===== src/rtl/camspi_pkg.sv =====
package camspi_pkg;
    localparam int BYTE_W      = 8;
    localparam int PTR_BYTES   = 3;
    localparam int PTR_W       = PTR_BYTES * BYTE_W;
    localparam int IDX_W       = 4;
    localparam int CMD_DIR_BIT = 7;
    localparam int CMD_INC_BIT = 5;

    localparam logic [IDX_W-1:0] IDX_CTRL = 4'h3;
    localparam logic [IDX_W-1:0] IDX_STAT = 4'h4;
    localparam logic [IDX_W-1:0] IDX_DATA = 4'h8;

    localparam logic [BYTE_W-1:0] STAT_BASE = 8'h50;

    typedef enum logic [1:0] {LK_IDLE, LK_SHIFT, LK_FULL} link_state_t;
    typedef enum logic {ST_CMD, ST_VAL} cmd_state_t;
    typedef enum logic [1:0] {PS_RUN, PS_ENTER, PS_HOLD, PS_LEAVE} pause_state_t;
endpackage


===== src/rtl/camspi_link.sv =====
module camspi_link
    import camspi_pkg::*;
(
    input  logic              clk,
    input  logic              rst_n,
    input  logic              sck,
    input  logic              mosi,
    input  logic              csn,
    input  logic [BYTE_W-1:0] tx_byte,
    output logic              miso,
    output logic [BYTE_W-1:0] rx_byte,
    output logic              rx_valid
);
    localparam int CNT_W = $clog2(BYTE_W);

    logic [1:0] sck_q, mosi_q, csn_q;
    logic       sck_d;
    logic       sck_rise, sck_fall, frame_on;

    link_state_t      state, state_nx;
    logic [CNT_W-1:0] bit_cnt;
    logic [BYTE_W-1:0] rx_sh, tx_sh;

    // two-flop synchronisers on every link input
    always_ff @(posedge clk or negedge rst_n) begin
        if (!rst_n) begin
            sck_q  <= '0;
            mosi_q <= '0;
            csn_q  <= 2'b11;
            sck_d  <= 1'b0;
        end else begin
            sck_q  <= {sck_q[0], sck};
            mosi_q <= {mosi_q[0], mosi};
            csn_q  <= {csn_q[0], csn};
            sck_d  <= sck_q[1];
        end
    end

    assign sck_rise = sck_q[1] & ~sck_d;
    assign sck_fall = ~sck_q[1] & sck_d;
    assign frame_on = ~csn_q[1];

    always_comb begin
        state_nx = state;
        if (!frame_on) begin
            state_nx = LK_IDLE;
        end else begin
            unique case (state)
                LK_IDLE:  state_nx = LK_SHIFT;
                LK_SHIFT: if (sck_rise && bit_cnt == CNT_W'(BYTE_W - 1)) state_nx = LK_FULL;
                LK_FULL:  state_nx = LK_FULL;
            endcase
        end
    end

    // state register
    always_ff @(posedge clk or negedge rst_n) begin
        if (!rst_n) state <= LK_IDLE;
        else        state <= state_nx;
    end

    // shift datapath
    always_ff @(posedge clk or negedge rst_n) begin
        if (!rst_n) begin
            bit_cnt  <= '0;
            rx_sh    <= '0;
            tx_sh    <= '0;
            rx_byte  <= '0;
            rx_valid <= 1'b0;
        end else begin
            rx_valid <= 1'b0;
            if (state == LK_IDLE && frame_on) begin
                tx_sh   <= tx_byte;
                bit_cnt <= '0;
            end else if (state == LK_SHIFT) begin
                if (sck_rise) begin
                    rx_sh   <= {rx_sh[BYTE_W-2:0], mosi_q[1]};
                    bit_cnt <= bit_cnt + 1'b1;
                    if (bit_cnt == CNT_W'(BYTE_W - 1)) begin
                        rx_byte  <= {rx_sh[BYTE_W-2:0], mosi_q[1]};
                        rx_valid <= 1'b1;
                    end
                end
                if (sck_fall) tx_sh <= {tx_sh[BYTE_W-2:0], 1'b0};
            end
        end
    end

    // outputs
    always_comb begin
        miso = tx_sh[BYTE_W-1];
    end

    AST_ONE_BYTE_PER_FRAME: assert property (@(posedge clk) disable iff (!rst_n)
        rx_valid |=> (!rx_valid && state != LK_SHIFT));
endmodule


===== src/rtl/camspi_pause.sv =====
module camspi_pause
    import camspi_pkg::*;
#(
    parameter int SETTLE_CYC = 300
) (
    input  logic clk,
    input  logic rst_n,
    input  logic ctl_wr,
    input  logic ctl_val,
    output logic ctl_req,
    output logic stat_ready
);
    localparam int TW = $clog2(SETTLE_CYC + 1);

    pause_state_t  state, state_nx;
    logic [TW-1:0] timer;
    logic          load;

    always_comb begin
        state_nx = state;
        load     = 1'b0;
        unique case (state)
            PS_RUN: begin
                if (ctl_wr && ctl_val) begin
                    state_nx = PS_ENTER;
                    load     = 1'b1;
                end
            end
            PS_ENTER: begin
                if (ctl_wr && !ctl_val)        state_nx = PS_RUN;
                else if (ctl_wr)               load = 1'b1;
                else if (timer == TW'(1))      state_nx = PS_HOLD;
            end
            PS_HOLD: begin
                if (ctl_wr && !ctl_val) begin
                    state_nx = PS_LEAVE;
                    load     = 1'b1;
                end
            end
            PS_LEAVE: begin
                if (ctl_wr && ctl_val)         state_nx = PS_HOLD;
                else if (ctl_wr)               load = 1'b1;
                else if (timer == TW'(1))      state_nx = PS_RUN;
            end
        endcase
    end

    // state register, settle timer and request bit
    always_ff @(posedge clk or negedge rst_n) begin
        if (!rst_n) begin
            state   <= PS_RUN;
            timer   <= '0;
            ctl_req <= 1'b0;
        end else begin
            state <= state_nx;
            if (load)             timer <= TW'(SETTLE_CYC);
            else if (timer != '0) timer <= timer - 1'b1;
            if (ctl_wr)           ctl_req <= ctl_val;
        end
    end

    // outputs
    always_comb begin
        stat_ready = (state == PS_HOLD) || (state == PS_LEAVE);
    end

    AST_READY_TRACKS_REQ: assert property (@(posedge clk) disable iff (!rst_n)
        (stat_ready != $past(stat_ready)) |-> (stat_ready == ctl_req));
    AST_SETTLED_MATCHES_REQ: assert property (@(posedge clk) disable iff (!rst_n)
        (state == PS_RUN || state == PS_HOLD) |-> (stat_ready == ctl_req));
endmodule


===== src/rtl/camspi_fbmem.sv =====
module camspi_fbmem
    import camspi_pkg::*;
#(
    parameter int MEM_AW = 8
) (
    input  logic              clk,
    input  logic              host_we,
    input  logic [MEM_AW-1:0] host_addr,
    input  logic [BYTE_W-1:0] host_data,
    input  logic              cap_we,
    input  logic              cap_block,
    input  logic [MEM_AW-1:0] cap_addr,
    input  logic [BYTE_W-1:0] cap_data,
    output logic [BYTE_W-1:0] rd_data
);
    localparam int DEPTH = 1 << MEM_AW;

    logic [BYTE_W-1:0] mem [DEPTH];

    // host port wins over the capture port in the same cycle
    always_ff @(posedge clk) begin
        if (host_we)                   mem[host_addr] <= host_data;
        else if (cap_we && !cap_block) mem[cap_addr]  <= cap_data;
    end

    assign rd_data = mem[host_addr];
endmodule


===== src/rtl/camspi_core.sv =====
module camspi_core
    import camspi_pkg::*;
#(
    parameter int MEM_AW = 8
) (
    input  logic              clk,
    input  logic              rst_n,
    input  logic [BYTE_W-1:0] rx_byte,
    input  logic              rx_valid,
    output logic [BYTE_W-1:0] tx_byte,
    output logic [MEM_AW-1:0] mem_addr,
    input  logic [BYTE_W-1:0] mem_rdata,
    output logic              mem_we,
    output logic [BYTE_W-1:0] mem_wdata,
    output logic              ctl_wr,
    output logic              ctl_val,
    input  logic              ctl_req,
    input  logic              stat_ready
);
    cmd_state_t        state, state_nx;
    logic [PTR_W-1:0]  ptr;
    logic [IDX_W-1:0]  wr_idx;
    logic              wr_inc;
    logic [BYTE_W-1:0] rdbuf;
    logic [BYTE_W-1:0] rd_val;

    logic             cmd_is_rd, cmd_inc;
    logic [IDX_W-1:0] cmd_idx;
    logic             rd_fire, wr_open, val_fire, step_ptr;

    assign cmd_is_rd = rx_byte[CMD_DIR_BIT];
    assign cmd_inc   = rx_byte[CMD_INC_BIT];
    assign cmd_idx   = rx_byte[IDX_W-1:0];
    assign rd_fire   = rx_valid && state == ST_CMD && cmd_is_rd;
    assign wr_open   = rx_valid && state == ST_CMD && !cmd_is_rd;
    assign val_fire  = rx_valid && state == ST_VAL;
    assign step_ptr  = (rd_fire && cmd_idx == IDX_DATA && cmd_inc) ||
                       (val_fire && wr_idx == IDX_DATA && wr_inc);

    // read multiplexer for the register selected by a read command
    always_comb begin
        rd_val = '0;
        if (cmd_idx < IDX_W'(PTR_BYTES)) begin
            for (int b = 0; b < PTR_BYTES; b++)
                if (cmd_idx == IDX_W'(b)) rd_val = ptr[b*BYTE_W +: BYTE_W];
        end else begin
            unique case (cmd_idx)
                IDX_CTRL: rd_val = {{(BYTE_W-1){1'b0}}, ctl_req};
                IDX_STAT: rd_val = STAT_BASE | {{(BYTE_W-1){1'b0}}, stat_ready};
                IDX_DATA: rd_val = mem_rdata;
                default:  rd_val = '0;
            endcase
        end
    end

    always_comb begin
        state_nx = state;
        unique case (state)
            ST_CMD: if (wr_open)  state_nx = ST_VAL;
            ST_VAL: if (val_fire) state_nx = ST_CMD;
        endcase
    end

    // state register
    always_ff @(posedge clk or negedge rst_n) begin
        if (!rst_n) state <= ST_CMD;
        else        state <= state_nx;
    end

    // register file and pointer
    always_ff @(posedge clk or negedge rst_n) begin
        if (!rst_n) begin
            ptr    <= '0;
            wr_idx <= '0;
            wr_inc <= 1'b0;
            rdbuf  <= '0;
        end else begin
            if (rd_fire) rdbuf <= rd_val;
            if (wr_open) begin
                wr_idx <= cmd_idx;
                wr_inc <= cmd_inc;
            end
            if (val_fire) begin
                for (int b = 0; b < PTR_BYTES; b++)
                    if (wr_idx == IDX_W'(b)) ptr[b*BYTE_W +: BYTE_W] <= rx_byte;
            end
            if (step_ptr) ptr <= ptr + 1'b1;
        end
    end

    // outputs
    always_comb begin
        tx_byte   = rdbuf;
        mem_addr  = ptr[MEM_AW-1:0];
        mem_we    = val_fire && wr_idx == IDX_DATA;
        mem_wdata = rx_byte;
        ctl_wr    = val_fire && wr_idx == IDX_CTRL;
        ctl_val   = rx_byte[0];
    end

    AST_PTR_STEP: assert property (@(posedge clk) disable iff (!rst_n)
        (rx_valid && state == ST_CMD && cmd_is_rd && cmd_idx == IDX_DATA && cmd_inc)
        |=> (ptr == PTR_W'($past(ptr) + 1'b1)));
    AST_PTR_HOLD: assert property (@(posedge clk) disable iff (!rst_n)
        (rx_valid && state == ST_CMD && !(cmd_is_rd && cmd_idx == IDX_DATA))
        |=> $stable(ptr));
    AST_RDBUF_HOLD: assert property (@(posedge clk) disable iff (!rst_n)
        (rx_valid && state == ST_VAL) |=> $stable(tx_byte));
endmodule


===== src/rtl/camspi_regslave.sv =====
module camspi_regslave
    import camspi_pkg::*;
#(
    parameter int MEM_AW     = 8,
    parameter int SETTLE_CYC = 300
) (
    input  logic              clk,
    input  logic              rst_n,
    input  logic              spi_sck,
    input  logic              spi_mosi,
    input  logic              spi_csn,
    output logic              spi_miso,
    input  logic              cap_we,
    input  logic [MEM_AW-1:0] cap_addr,
    input  logic [BYTE_W-1:0] cap_data
);
    logic [BYTE_W-1:0] rx_byte, tx_byte, mem_rdata, mem_wdata;
    logic              rx_valid, mem_we, ctl_wr, ctl_val, ctl_req, stat_ready;
    logic [MEM_AW-1:0] mem_addr;

    camspi_link u_link (
        .clk      (clk),
        .rst_n    (rst_n),
        .sck      (spi_sck),
        .mosi     (spi_mosi),
        .csn      (spi_csn),
        .tx_byte  (tx_byte),
        .miso     (spi_miso),
        .rx_byte  (rx_byte),
        .rx_valid (rx_valid)
    );

    camspi_core #(.MEM_AW(MEM_AW)) u_core (
        .clk        (clk),
        .rst_n      (rst_n),
        .rx_byte    (rx_byte),
        .rx_valid   (rx_valid),
        .tx_byte    (tx_byte),
        .mem_addr   (mem_addr),
        .mem_rdata  (mem_rdata),
        .mem_we     (mem_we),
        .mem_wdata  (mem_wdata),
        .ctl_wr     (ctl_wr),
        .ctl_val    (ctl_val),
        .ctl_req    (ctl_req),
        .stat_ready (stat_ready)
    );

    camspi_pause #(.SETTLE_CYC(SETTLE_CYC)) u_pause (
        .clk        (clk),
        .rst_n      (rst_n),
        .ctl_wr     (ctl_wr),
        .ctl_val    (ctl_val),
        .ctl_req    (ctl_req),
        .stat_ready (stat_ready)
    );

    camspi_fbmem #(.MEM_AW(MEM_AW)) u_mem (
        .clk       (clk),
        .host_we   (mem_we),
        .host_addr (mem_addr),
        .host_data (mem_wdata),
        .cap_we    (cap_we),
        .cap_block (stat_ready),
        .cap_addr  (cap_addr),
        .cap_data  (cap_data),
        .rd_data   (mem_rdata)
    );
endmodule


===== config.mk =====
export PLATFORM = sky130hd
export DESIGN_NAME = camspi_regslave
export DESIGN_NICKNAME = d
export VERILOG_FILES = /design/src/rtl/camspi_pkg.sv /design/src/rtl/camspi_link.sv /design/src/rtl/camspi_pause.sv /design/src/rtl/camspi_fbmem.sv /design/src/rtl/camspi_core.sv /design/src/rtl/camspi_regslave.sv
export SDC_FILE = /design/constraint.sdc
export NUM_CORES = 2
export LEC_CHECK = 0
export BUFFER_PORTS_ARGS = -buffer_cell sky130_fd_sc_hd__buf_2
export CELL_PAD_IN_SITES_DETAIL_PLACEMENT = 1
export CELL_PAD_IN_SITES_GLOBAL_PLACEMENT = 1
export CORE_UTILIZATION = 50
export DETAILED_ROUTE_END_ITERATION = 16
export PLACE_DENSITY_LB_ADDON = 0.15
export SLEW_MARGIN = 25
export SYNTH_ARGS = -nofsm -noshare
export SYNTH_HDL_FRONTEND = slang
export SYNTH_SLANG_ARGS = --single-unit
export TNS_END_PERCENT = 1

===== constraint.sdc =====
create_clock -name clk -period 40.2 [get_ports clk]
set_clock_uncertainty 0.05 [all_clocks]
set_input_delay 4.02 -clock clk [delete_from_list [all_inputs] [get_ports clk]]
set_output_delay 4.02 -clock clk [all_outputs]
set_load 0.02 [all_outputs]

==> qor.txt <==
Max Fclk = 140 MHz
Chip Height = 413 um
Min-delay src = u_link.sck_q[0]
Crit path time final = 7.14 ns
Layout area overhead = 11.2%
Comb pwr share = 1.9%
Synthesized instance count = 4457
Mapped cell area = 84500 um2
ANT nets after route = 0
WP buf/inv = 2
CORE AREA = 168000 um2
Cell taking the most area after synthesis = edfxtp_1
Initial core utilization = 50.4%
Final Setup Violations = 0
Worst path cell trace = buf_2 -> nand2b_1 -> a31oi_4 -> buf_16 -> o21ai_0 -> nand2b_1 -> nand2b_2 -> nor2_1
Required time of the critical path = 40.62 ns
Warnings from Yosys = 0
Min Hold Slack = 0.300 ns
Vias in the first global route = 45200
Netlist cell types = 69
Worst path slowest cell = nand2b_2
Layout cells sized above 1 = 18.1%
Die ar. = 171000 um2
Critical R2R Launch = u_core.ptr[0]
I/O Buffers = 22
Antenna violations before repair = 15
Number of flops mapped to enable cells by yosys = 2048
Switching Power = 942 uW
Power Total = 4.57 mW
DR pass1 iterations = 5
GPL Wtd Cong = 0.846
Total Negative Setup Slacks = 0 ns
Clock sinks = 2134
RSZ-0062 raised after global routing = false
Root Buffer = clkbuf_16
Die X = 413 um
Worst Setup Path Type = in2reg
Tcrit/Tclk final = 17.8%
Commonest cells after routing, fill and taps aside = 2048 x edfxtp_1, 416 x mux2i_1, 346 x mux4_2, 345 x nor2_1, 215 x clkbuf_16
Final WL = 241000 um
CP max FO = 29
Cell mode on critical path = nand2b_1
Total congestion overflow = 0
CP arrival = 7.56 ns
Post-layout util = 56.1%
CTS buffer count = 213
Post-synthesis sequential area ratio = 75.3%
1st-iter DRT viols = 5119
Post-CTS sizing = 0
Setup bufs post-CTS = 0
Final net count = 4528
Max stage delay on crit path = 0.85 ns
Slew HR = 25.9%
Worst VDD drop = 0.0510 mV
Cts hold-fix bufs = 0
Number of synthesized register bits = 2134
Largest net degree at the start of global routing = 174
Power share of the clock group = 44.4%
Vias per cell = 6.52
Syn_area_per_cell = 19.0 um2
Dpl hpwl = 143000 um
Internal reg-to-reg setup slack = 33.38 ns
Global-route wire length before repair = 344000 um
Pwr Density = 48.6 nW/um2
Count of pins over their slew limit = 0
CTS tree = built
R2R Path End = u_core.tx_byte[2]
WHS Path Cells = 0
Worst Hold End = u_link.sck_q[1]
Routed wire per std cell = 35.0 um
Max Root-Sink Buffers = 3
Synth async-reset ratio = 4.03%
R2R cell count = 10
Main synth FF type = edfxtp_1
Reg clk slew, reported paths = 0.06 ns
Critical path capture point type = flop
DRC Markers = 0
Synth Net Count = 4488
Final instance area = 94000 um2
Placed Area = 86800 um2
IO Pins = 23
Final Hold Viols = 0
Synth top area cells = edfxtp_1 73%, mux4_2 9.2%, mux2i_1 4.9%
Fillers = 14500
Internal Pwr Total = 3.62 mW
Leak = 29.5 nW
Sw Ratio = 20.6%
Crit path launch type = primary input
Rows = 150
Clk_lat worst skew = 0.84 ns
H-tree levels = 4
Sequential power share = 53.7%
Worst path top cell family by delay = simple AND/OR/NAND/NOR gates
Via count = 44900
Post-synth top area share = 72.8%
Worst Hold Class = reg2reg
Max-cap viol count = 0
Most common cell after layout, fill and taps aside = edfxtp_1
Tot GR Track Use = 28.5%
Outcome = completed
Tightest Pin Transition = 1.11 ns
==> sequential cells by signal (all words and copies together) (netlist names), 2 cells and up <==
name and count:
u_mem.mem 2048, u_core.ptr 24, u_pause.timer 9, u_core.tx_byte 8, u_link.rx_byte 8, u_link.tx_sh 8
u_link.rx_sh 7, u_core.wr_idx 4, u_link.bit_cnt 3, u_link.csn_q 2, u_link.mosi_q 2, u_link.sck_q 2
u_link.state 2, u_pause.state 2
==> power by group through the flow <==
stage                     Sequential, mW  Clock (mW)  Combinational [mW]
after floorplan                     2.51           0              0.0389
final                               2.45        2.03              0.0855
after global routing                2.45        2.13              0.0922
after CTS                           2.45        2.05              0.0868
after global placement              2.50           0              0.0840
after detailed placement            2.50           0              0.0865
==> worst register-to-register path: stages (launching register included) <==
cell     delay, ns
dfrtp_4       0.88
buf_12        0.66
buf_4         0.98
buf_4         0.89
buf_4         0.60
mux4_2        0.67
o22ai_1       0.15
nor3_1        0.12
o41ai_1       0.92
nand3_1       0.40
a211o_1       0.36
==> routing by layer <==
metal / share of wire, % / up-vias / track usage, %
met5: 0.037 / - / 0
met4: 3.6 / 8 / 10.2
met3: 7.5 / 376 / 4.92
met2: 47 / 2110 / 43.7
met1: 42 / 24000 / 41.3
li1: - / 18400 / -
==> final cells by class <==
cell class / instances / area [um2] / share of cell area, %
sequential: 2134 / 63700 / 67.7
multi-input combinational: 2032 / 19500 / 20.7
clock buffer: 241 / 5480 / 5.83
tap: 2204 / 2760 / 2.93
clock inverter: 156 / 1660 / 1.77
timing repair buffer: 99 / 865 / 0.920
inverter: 17 / 71.3 / 0.0759
antenna: 4 / 10.0 / 0.0106
==> synthesized netlist by cell type (10+ instances only) <==
library cell  number
o22ai_1          102
mux2i_1          416
inv_1             15
o21ai_0           33
clkbuf_1         132
buf_6             36
mux2_2            23
nand2b_1          21
buf_1             17
nor2_1           345
mux4_2           346
nor2b_1           10
nand2_1          118
dfrtp_1           84
o221ai_1         192
a21oi_1          139
nor3_1            78
nand3_1           39
buf_2             44
buf_4             44
a211oi_1          13
edfxtp_1        2048
==> cells by family (layout without fill, tap and decap cells) <==
logic type               count (synthesis)  count (layout)  share of synthesized area (%)
AND/OR/NAND/NOR                        671             671                           3.48
other                                    0               4                              0
adder cells (fa/ha/maj)                  9               9                          0.133
flip-flops                            2134            2134                           75.3
AO/OA/AOI/OAI                          559             559                           4.66
multiplexers                           785             785                           14.5
XOR/XNOR                                 8               8                         0.0829
buffers and inverters                  291             513                           1.89
==> worst max-delay path by stage <==
stage               slack [ns]  cells past startpoint           endpoint   start
detailed placement       31.82                      8   u_mem.mem[33][2]  cap_we
finish                   33.06                      8  u_mem.mem[190][2]  cap_we
global route             32.92                      8  u_mem.mem[190][1]  cap_we
floorplan                23.32                      6    u_mem.mem[0][2]  cap_we
global placement         31.94                      8   u_mem.mem[33][2]  cap_we
CTS                      32.70                      8   u_mem.mem[79][2]  cap_we
==> per-stage QoR <==
step,setup WS (ns),std cells
floorplan,23.32,4457
global placement,31.94,6484
detailed placement,31.82,6485
CTS,32.70,6882
global route,32.92,6883
finish,33.06,6887
(Power assumes the default switching activity.)
